$ cat src/rtl/bridge_irq_pkg.sv
// Shared constants for the bridge interrupt unit: source bit indices and
// register offsets. Assumes a 32-bit data word and byte offsets.
package bridge_irq_pkg;
    localparam int NSRC       = 3;
    localparam int BIT_BRIDGE = 2;
    localparam int BIT_TMO    = 1;
    localparam int BIT_ERR    = 0;
    localparam logic [3:0] OFF_STAT = 4'h0;
    localparam logic [3:0] OFF_EN   = 4'h4;
    localparam logic [3:0] OFF_PEND = 4'h8;
    typedef logic [NSRC-1:0] src_vec_t;
endpackage

$ cat src/rtl/dphase_watchdog.sv
// Data-phase watchdog. A start clears the count and arms the watchdog; each
// later edge without an acknowledge counts up. tmo_pulse is high for the one
// cycle whose edge is the TIMEOUT-th after the start. The watchdog then
// disarms until the next start. Assumes TIMEOUT >= 2.
module dphase_watchdog #(
    parameter int TIMEOUT = 255
) (
    input  logic clk,
    input  logic rst_n,
    input  logic start,
    input  logic ack,
    output logic tmo_pulse
);
    localparam int CW = $clog2(TIMEOUT);

    logic          active;
    logic [CW-1:0] cnt;

    // Fires when the count has reached its last value and no ack or start is seen.
    assign tmo_pulse = active && !ack && !start && (cnt == CW'(TIMEOUT - 1));

    // Arm on start, disarm on ack or on timeout, otherwise count.
    always_ff @(posedge clk) begin
        if (!rst_n) begin
            active <= 1'b0;
            cnt    <= '0;
        end else if (start) begin
            active <= 1'b1;
            cnt    <= '0;
        end else if (active) begin
            if (ack || tmo_pulse) active <= 1'b0;
            else                  cnt    <= cnt + 1'b1;
        end
    end

    assert_disarm_after_fire_R10: assert property (@(posedge clk) disable iff (!rst_n)
        tmo_pulse |=> !active);
    assert_rearm_on_start_R10: assert property (@(posedge clk) disable iff (!rst_n)
        start |=> (active && cnt == '0));
    assert_no_fire_after_ack_R9: assert property (@(posedge clk) disable iff (!rst_n)
        (ack && !start) |=> !tmo_pulse);
endmodule

$ cat src/rtl/irq_status_reg.sv
// Status and enable storage. Status bits flip where the toggle mask holds a 1
// and are forced to 1 by hardware set events; a set wins over a toggle in the
// same cycle. The enable register is a plain load.
module irq_status_reg
    import bridge_irq_pkg::*;
(
    input  logic     clk,
    input  logic     rst_n,
    input  src_vec_t hw_set,
    input  logic     tog_we,
    input  src_vec_t tog_mask,
    input  logic     en_we,
    input  src_vec_t en_wdata,
    output src_vec_t stat,
    output src_vec_t en
);
    src_vec_t stat_nxt;

    // Next status: software toggle first, then hardware sets take priority.
    always_comb begin
        stat_nxt = stat;
        if (tog_we) stat_nxt = stat_nxt ^ tog_mask;
        stat_nxt = stat_nxt | hw_set;
    end

    // Status register update.
    always_ff @(posedge clk) begin
        if (!rst_n) stat <= '0;
        else        stat <= stat_nxt;
    end

    // Enable register update.
    always_ff @(posedge clk) begin
        if (!rst_n)     en <= '0;
        else if (en_we) en <= en_wdata;
    end

    for (genvar i = 0; i < NSRC; i++) begin : g_chk
        assert_hw_set_wins_R8: assert property (@(posedge clk) disable iff (!rst_n)
            hw_set[i] |=> stat[i]);
        assert_zero_mask_holds_R3: assert property (@(posedge clk) disable iff (!rst_n)
            (!hw_set[i] && !(tog_we && tog_mask[i])) |=> $stable(stat[i]));
    end
    assert_toggle_R3: assert property (@(posedge clk) disable iff (!rst_n)
        (tog_we && hw_set == '0) |=> stat == ($past(stat) ^ $past(tog_mask)));
endmodule

$ cat src/rtl/bridge_irq_unit.sv
// Bridge interrupt capture and timeout unit. Decodes three register offsets,
// captures the bridge interrupt, slave error and watchdog timeout events,
// forms pending = status & enable, and drives a registered combined interrupt.
// Assumes the register port is a single-cycle write strobe with a
// combinational read.
module bridge_irq_unit
    import bridge_irq_pkg::*;
#(
    parameter int ADDR_W  = 4,
    parameter int DATA_W  = 32,
    parameter int TIMEOUT = 255
) (
    input  logic              clk,
    input  logic              rst_n,
    input  logic [ADDR_W-1:0] reg_addr,
    input  logic              reg_wr,
    input  logic [DATA_W-1:0] reg_wdata,
    output logic [DATA_W-1:0] reg_rdata,
    input  logic              bridge_irq_in,
    input  logic              slv_err,
    input  logic              xfer_start,
    input  logic              xfer_ack,
    output logic              irq_out
);
    localparam logic [ADDR_W-1:0] A_STAT = ADDR_W'(OFF_STAT);
    localparam logic [ADDR_W-1:0] A_EN   = ADDR_W'(OFF_EN);
    localparam logic [ADDR_W-1:0] A_PEND = ADDR_W'(OFF_PEND);

    logic     tmo_pulse;
    src_vec_t hw_set, stat, en, pend;
    logic     wr_stat, wr_en;

    assign wr_stat = reg_wr && (reg_addr == A_STAT);
    assign wr_en   = reg_wr && (reg_addr == A_EN);

    // Event sources mapped to their status bit positions.
    always_comb begin
        hw_set             = '0;
        hw_set[BIT_BRIDGE] = bridge_irq_in;
        hw_set[BIT_TMO]    = tmo_pulse;
        hw_set[BIT_ERR]    = slv_err;
    end

    dphase_watchdog #(.TIMEOUT(TIMEOUT)) u_wdog (
        .clk       (clk),
        .rst_n     (rst_n),
        .start     (xfer_start),
        .ack       (xfer_ack),
        .tmo_pulse (tmo_pulse)
    );

    irq_status_reg u_regs (
        .clk      (clk),
        .rst_n    (rst_n),
        .hw_set   (hw_set),
        .tog_we   (wr_stat),
        .tog_mask (reg_wdata[NSRC-1:0]),
        .en_we    (wr_en),
        .en_wdata (reg_wdata[NSRC-1:0]),
        .stat     (stat),
        .en       (en)
    );

    assign pend = stat & en;

    // Registered combined interrupt.
    always_ff @(posedge clk) begin
        if (!rst_n) irq_out <= 1'b0;
        else        irq_out <= |pend;
    end

    // Read multiplexer; unassigned bits and offsets read zero.
    always_comb begin
        reg_rdata = '0;
        unique case (reg_addr)
            A_STAT:  reg_rdata[NSRC-1:0] = stat;
            A_EN:    reg_rdata[NSRC-1:0] = en;
            A_PEND:  reg_rdata[NSRC-1:0] = pend;
            default: reg_rdata = '0;
        endcase
    end

    assert_irq_latency_R11: assert property (@(posedge clk) disable iff (!rst_n)
        1'b1 |=> irq_out == $past(|(stat & en)));
    assert_pend_write_ignored_R5: assert property (@(posedge clk) disable iff (!rst_n)
        (reg_wr && reg_addr == A_PEND) |=> $stable(en));
    assert_tmo_not_error_R7: assert property (@(posedge clk) disable iff (!rst_n)
        (tmo_pulse && !slv_err && !stat[BIT_ERR] && !(wr_stat && reg_wdata[BIT_ERR]))
            |=> !stat[BIT_ERR]);
    assert_upper_zero_R2: assert property (@(posedge clk) disable iff (!rst_n)
        reg_rdata[DATA_W-1:NSRC] == '0);
endmodule

$ cat config.mk
export PLATFORM = sky130hd
export DESIGN_NAME = bridge_irq_unit
export DESIGN_NICKNAME = d
export VERILOG_FILES = /design/src/rtl/bridge_irq_pkg.sv /design/src/rtl/dphase_watchdog.sv /design/src/rtl/irq_status_reg.sv /design/src/rtl/bridge_irq_unit.sv
export SDC_FILE = /design/constraint.sdc
export NUM_CORES = 1
export LEC_CHECK = 0
export BUFFER_PORTS_ARGS = -buffer_cell sky130_fd_sc_hd__clkbuf_2
export CORE_MARGIN = 3
export CORE_UTILIZATION = 30
export CTS_CLUSTER_SIZE = 24
export DETAILED_ROUTE_END_ITERATION = 10
export GPL_TIMING_DRIVEN = 0
export PLACE_DENSITY = 0.69
export SETUP_SLACK_MARGIN = 0.2
export SKIP_CTS_REPAIR_TIMING = 1
export SLEW_MARGIN = 20
export SYNTH_ARGS = -nofsm -noshare
export SYNTH_HDL_FRONTEND = slang
export SYNTH_HIERARCHICAL = 1
export SYNTH_SLANG_ARGS = --single-unit
$ cat constraint.sdc
create_clock -name clk -period 4.6 [get_ports clk]
set_input_delay 0.23 -clock clk [delete_from_list [all_inputs] [get_ports clk]]
set_output_delay 0.23 -clock clk [all_outputs]
set_load 0.01 [all_outputs]
==> metrics <==
Compound-Gate Fraction of Synth Area=0.136; worst hold margin=between 200 and 250 ps; result of the run=complete, no violations; Final Max Tran Viols=0; Cell Area, Placed=1350 sq um; element type at the critical path start=flop; required time of the worst setup path=4750 ps; vias in the first global route=708; dominant register cell in the synthesized netlist=dfxtp_1; Warnings, synthesis=6; top-level port count=76; root buffer cell=clkbuf_8; Fin Setup TNS=0 ps; non-filler cells, final=220; area taken by flip-flops and latches=320 sq um; initial core utilization=0.321; global-route congestion overflow total=0; DRC errors left=0; number of I/O port buffers=17; maximum number of pins on one net before global-route repair=11; peak supply drop=~130 uV; TritonCTS Sinks=16; sum of net half-perimeters after detailed placement=1.56 mm; final worst clock skew=1.81 ps; number of violations reported at the end of detailed-routing iteration 0=52; CTS buffer count=3; share of the synthesized netlist area taken by xor and xnor gates=0.0238; most common cell in the synthesized netlist=buf_4; arrival time of the worst setup path=1820 ps; ANT nets after route=0; count of endpoints failing setup in the final report=0; multiplexer area fraction after synthesis=0.0408; Total Routed Length=1.99 mm; setup repair after global routing missed its margin=false; number of storage elements in the synthesis netlist=16; main combinational cell family by area after synthesis=simple AND/OR/NAND/NOR gates; first-pass GRT wire length=~3.1 mm; hold path cells=2; final critical delay including setup and external delays=1670 ps; kind of capture point of the worst setup path=flop; initial antenna violation count=0; number of diodes=0; CTS Buffer Depth=2; total core area=3440 sq um; synth unique cells=36; relative max-transition margin=0.482; static leakage=about 0.65 nW; area fraction in and, or, nand and nor cells after synthesis=0.269; Mapped Area=1100 sq um; area delta synth->final=27.4%; sequential area share after synthesis=0.290; cell count after placement=216; worst-path maximum fanout=5; leading post-synthesis cells by cell area=dfxtp_1, buf_4, nand3b_1, nor2_1, nand2b_1; DIE HEIGHT=66.7 um; worst min-delay path category=in -> reg; area of all placed cells without fillers=1410 sq um; die width=66.7 um; transition at the pin with the smallest max-transition slack=roughly 770 ps; total count of hold-check failures in the final report=0; mean number of vias per cell=roughly 4.0; fin crit share=0.364; number of nets in the layout=220; ranking of synthesized cells by instance count=buf_4, dfxtp_1, nor2_1, nand3b_1, nand2b_1; TritonCTS clock tree=built; path depth of the worst reg2reg path=6; DIE AREA=4440 sq um; area occupied by multi-input gates=around 650 sq um; worst-skew pair later-pin latency=250 ps; Wirelength per Cell=9.05 um; number of inserted filler cells in the final layout=between 300 and 400; Reg clk slew, reported paths=~60 ps; share of synthesized registers carrying an async set or reset=0; max capacitance violation total=0; power per unit of standard cell area=230 nW/um^2; overall track demand over capacity in global routing=0.0940; deepest level of the CTS H-tree=1; number of enable flip-flop cells after synthesis=0; Fmax achieved=roughly 0.60 GHz; category of the critical setup timing path=reg -> reg; mean cell area of the mapped netlist=8.83 sq um; Yosys top cell by area=dfxtp_1; number of cell rows=21; GPL Wtd Cong=0.779; DRT Pass-1 Iters=6; gate count of the mapped netlist=~130; layout cell share with drive strength beyond 1=0.345; portion of synthesized cell area occupied by the leading cell type=0.290; post-synthesis share of cell area spent on full adders, half adders and majority gates=0.0227; detailed-route via count=880
==> layout by cell type (no fill, tap or decap), drive strengths merged <==
cell and n:
mux2i 3, or3 1, nand2 4, nor2b 4
inv 4, a311oi 1, and3b 1, conb 29
o21a 1, dfxtp 16, ha 2, and2 1
a31oi 2, nor3 1, nand4b 3, mux2 1
nand3b 8, and4 1, xnor2 3, a222oi 1
a31o 2, nor3b 1, nor4 2, a21oi 4
o31ai 1, nand4 1, buf 29, or2 1
a211o 3, nor2 9, nand2b 5, a211oi 3
clkbuf 22, and3 4
==> power by group <==
part,internal [mW],switching (mW)
Clock,0.0761,0.0506
Combinational,0.0275,0.0254
Sequential,0.141,0.00268
Total,0.245,0.0786
==> final cells by class <==
cell class                      instances  share of cell area
Buffer                                 30               0.157
Clock buffer                            4              0.0391
Inverter                                4              0.0107
Multi-Input combinational cell        103               0.464
Sequential cell                        16               0.228
Tap cell                               46              0.0409
Timing Repair Buffer                   17              0.0605
==> final timing paths <==
check / to / slack [ps] / start
hold / removal: u_wdog/active / 240 / xfer_start
setup reg to reg: u_wdog/cnt[3] / 2930 / u_wdog/cnt[0]
setup / recovery: u_wdog/cnt[3] / 2930 / u_wdog/cnt[0]
hold reg to reg: u_wdog/cnt[1] / 530 / u_wdog/cnt[1]
==> state kept, by name, indices dropped and copies added (netlist names) <==
name           count
u_wdog/cnt         8
u_wdog/active      1
irq_out            1
u_regs/stat        3
u_regs/en          3
==> worst max-delay path: stages, from the launching register on <==
cell      delay (ps)
dfxtp_1          390
inv_1             60
ha_1             210
and3b_4          210
a311oi_4         310
nand2_2           90
mux2_4           290
==> layer usage <==
layer  wire (um)  up-vias  part of all wire  track usage
met5           0        -                 0            0
met4          43        0             0.022       0.0533
met3         206        5              0.10       0.0304
met2         846       34              0.42        0.146
met1         894      362              0.45        0.113
li1            -      479                 -            -
==> kinds of logic after synthesis <==
family / Yosys count
AOI/OAI and AO/OA: 18
xor gates and xnor gates: 3
adders and majority gates: 2
buffers and inverters: 34
DFF: 16
muxes: 4
other: 1
and+or+nand+nor: 47
==> stage by stage <==
step | power (mW) | worst slack (ps) | util
after CTS | 0.328 | 2930 | 0.409
after detailed placement | 0.199 | 2950 | 0.393
after global routing | 0.339 | 2800 | 0.409
after global placement | 0.199 | 2950 | 0.393
after floorplan | 0.187 | 3020 | -
final | 0.324 | 2930 | 0.409
Note: power is estimated with default switching activity, not from simulation.
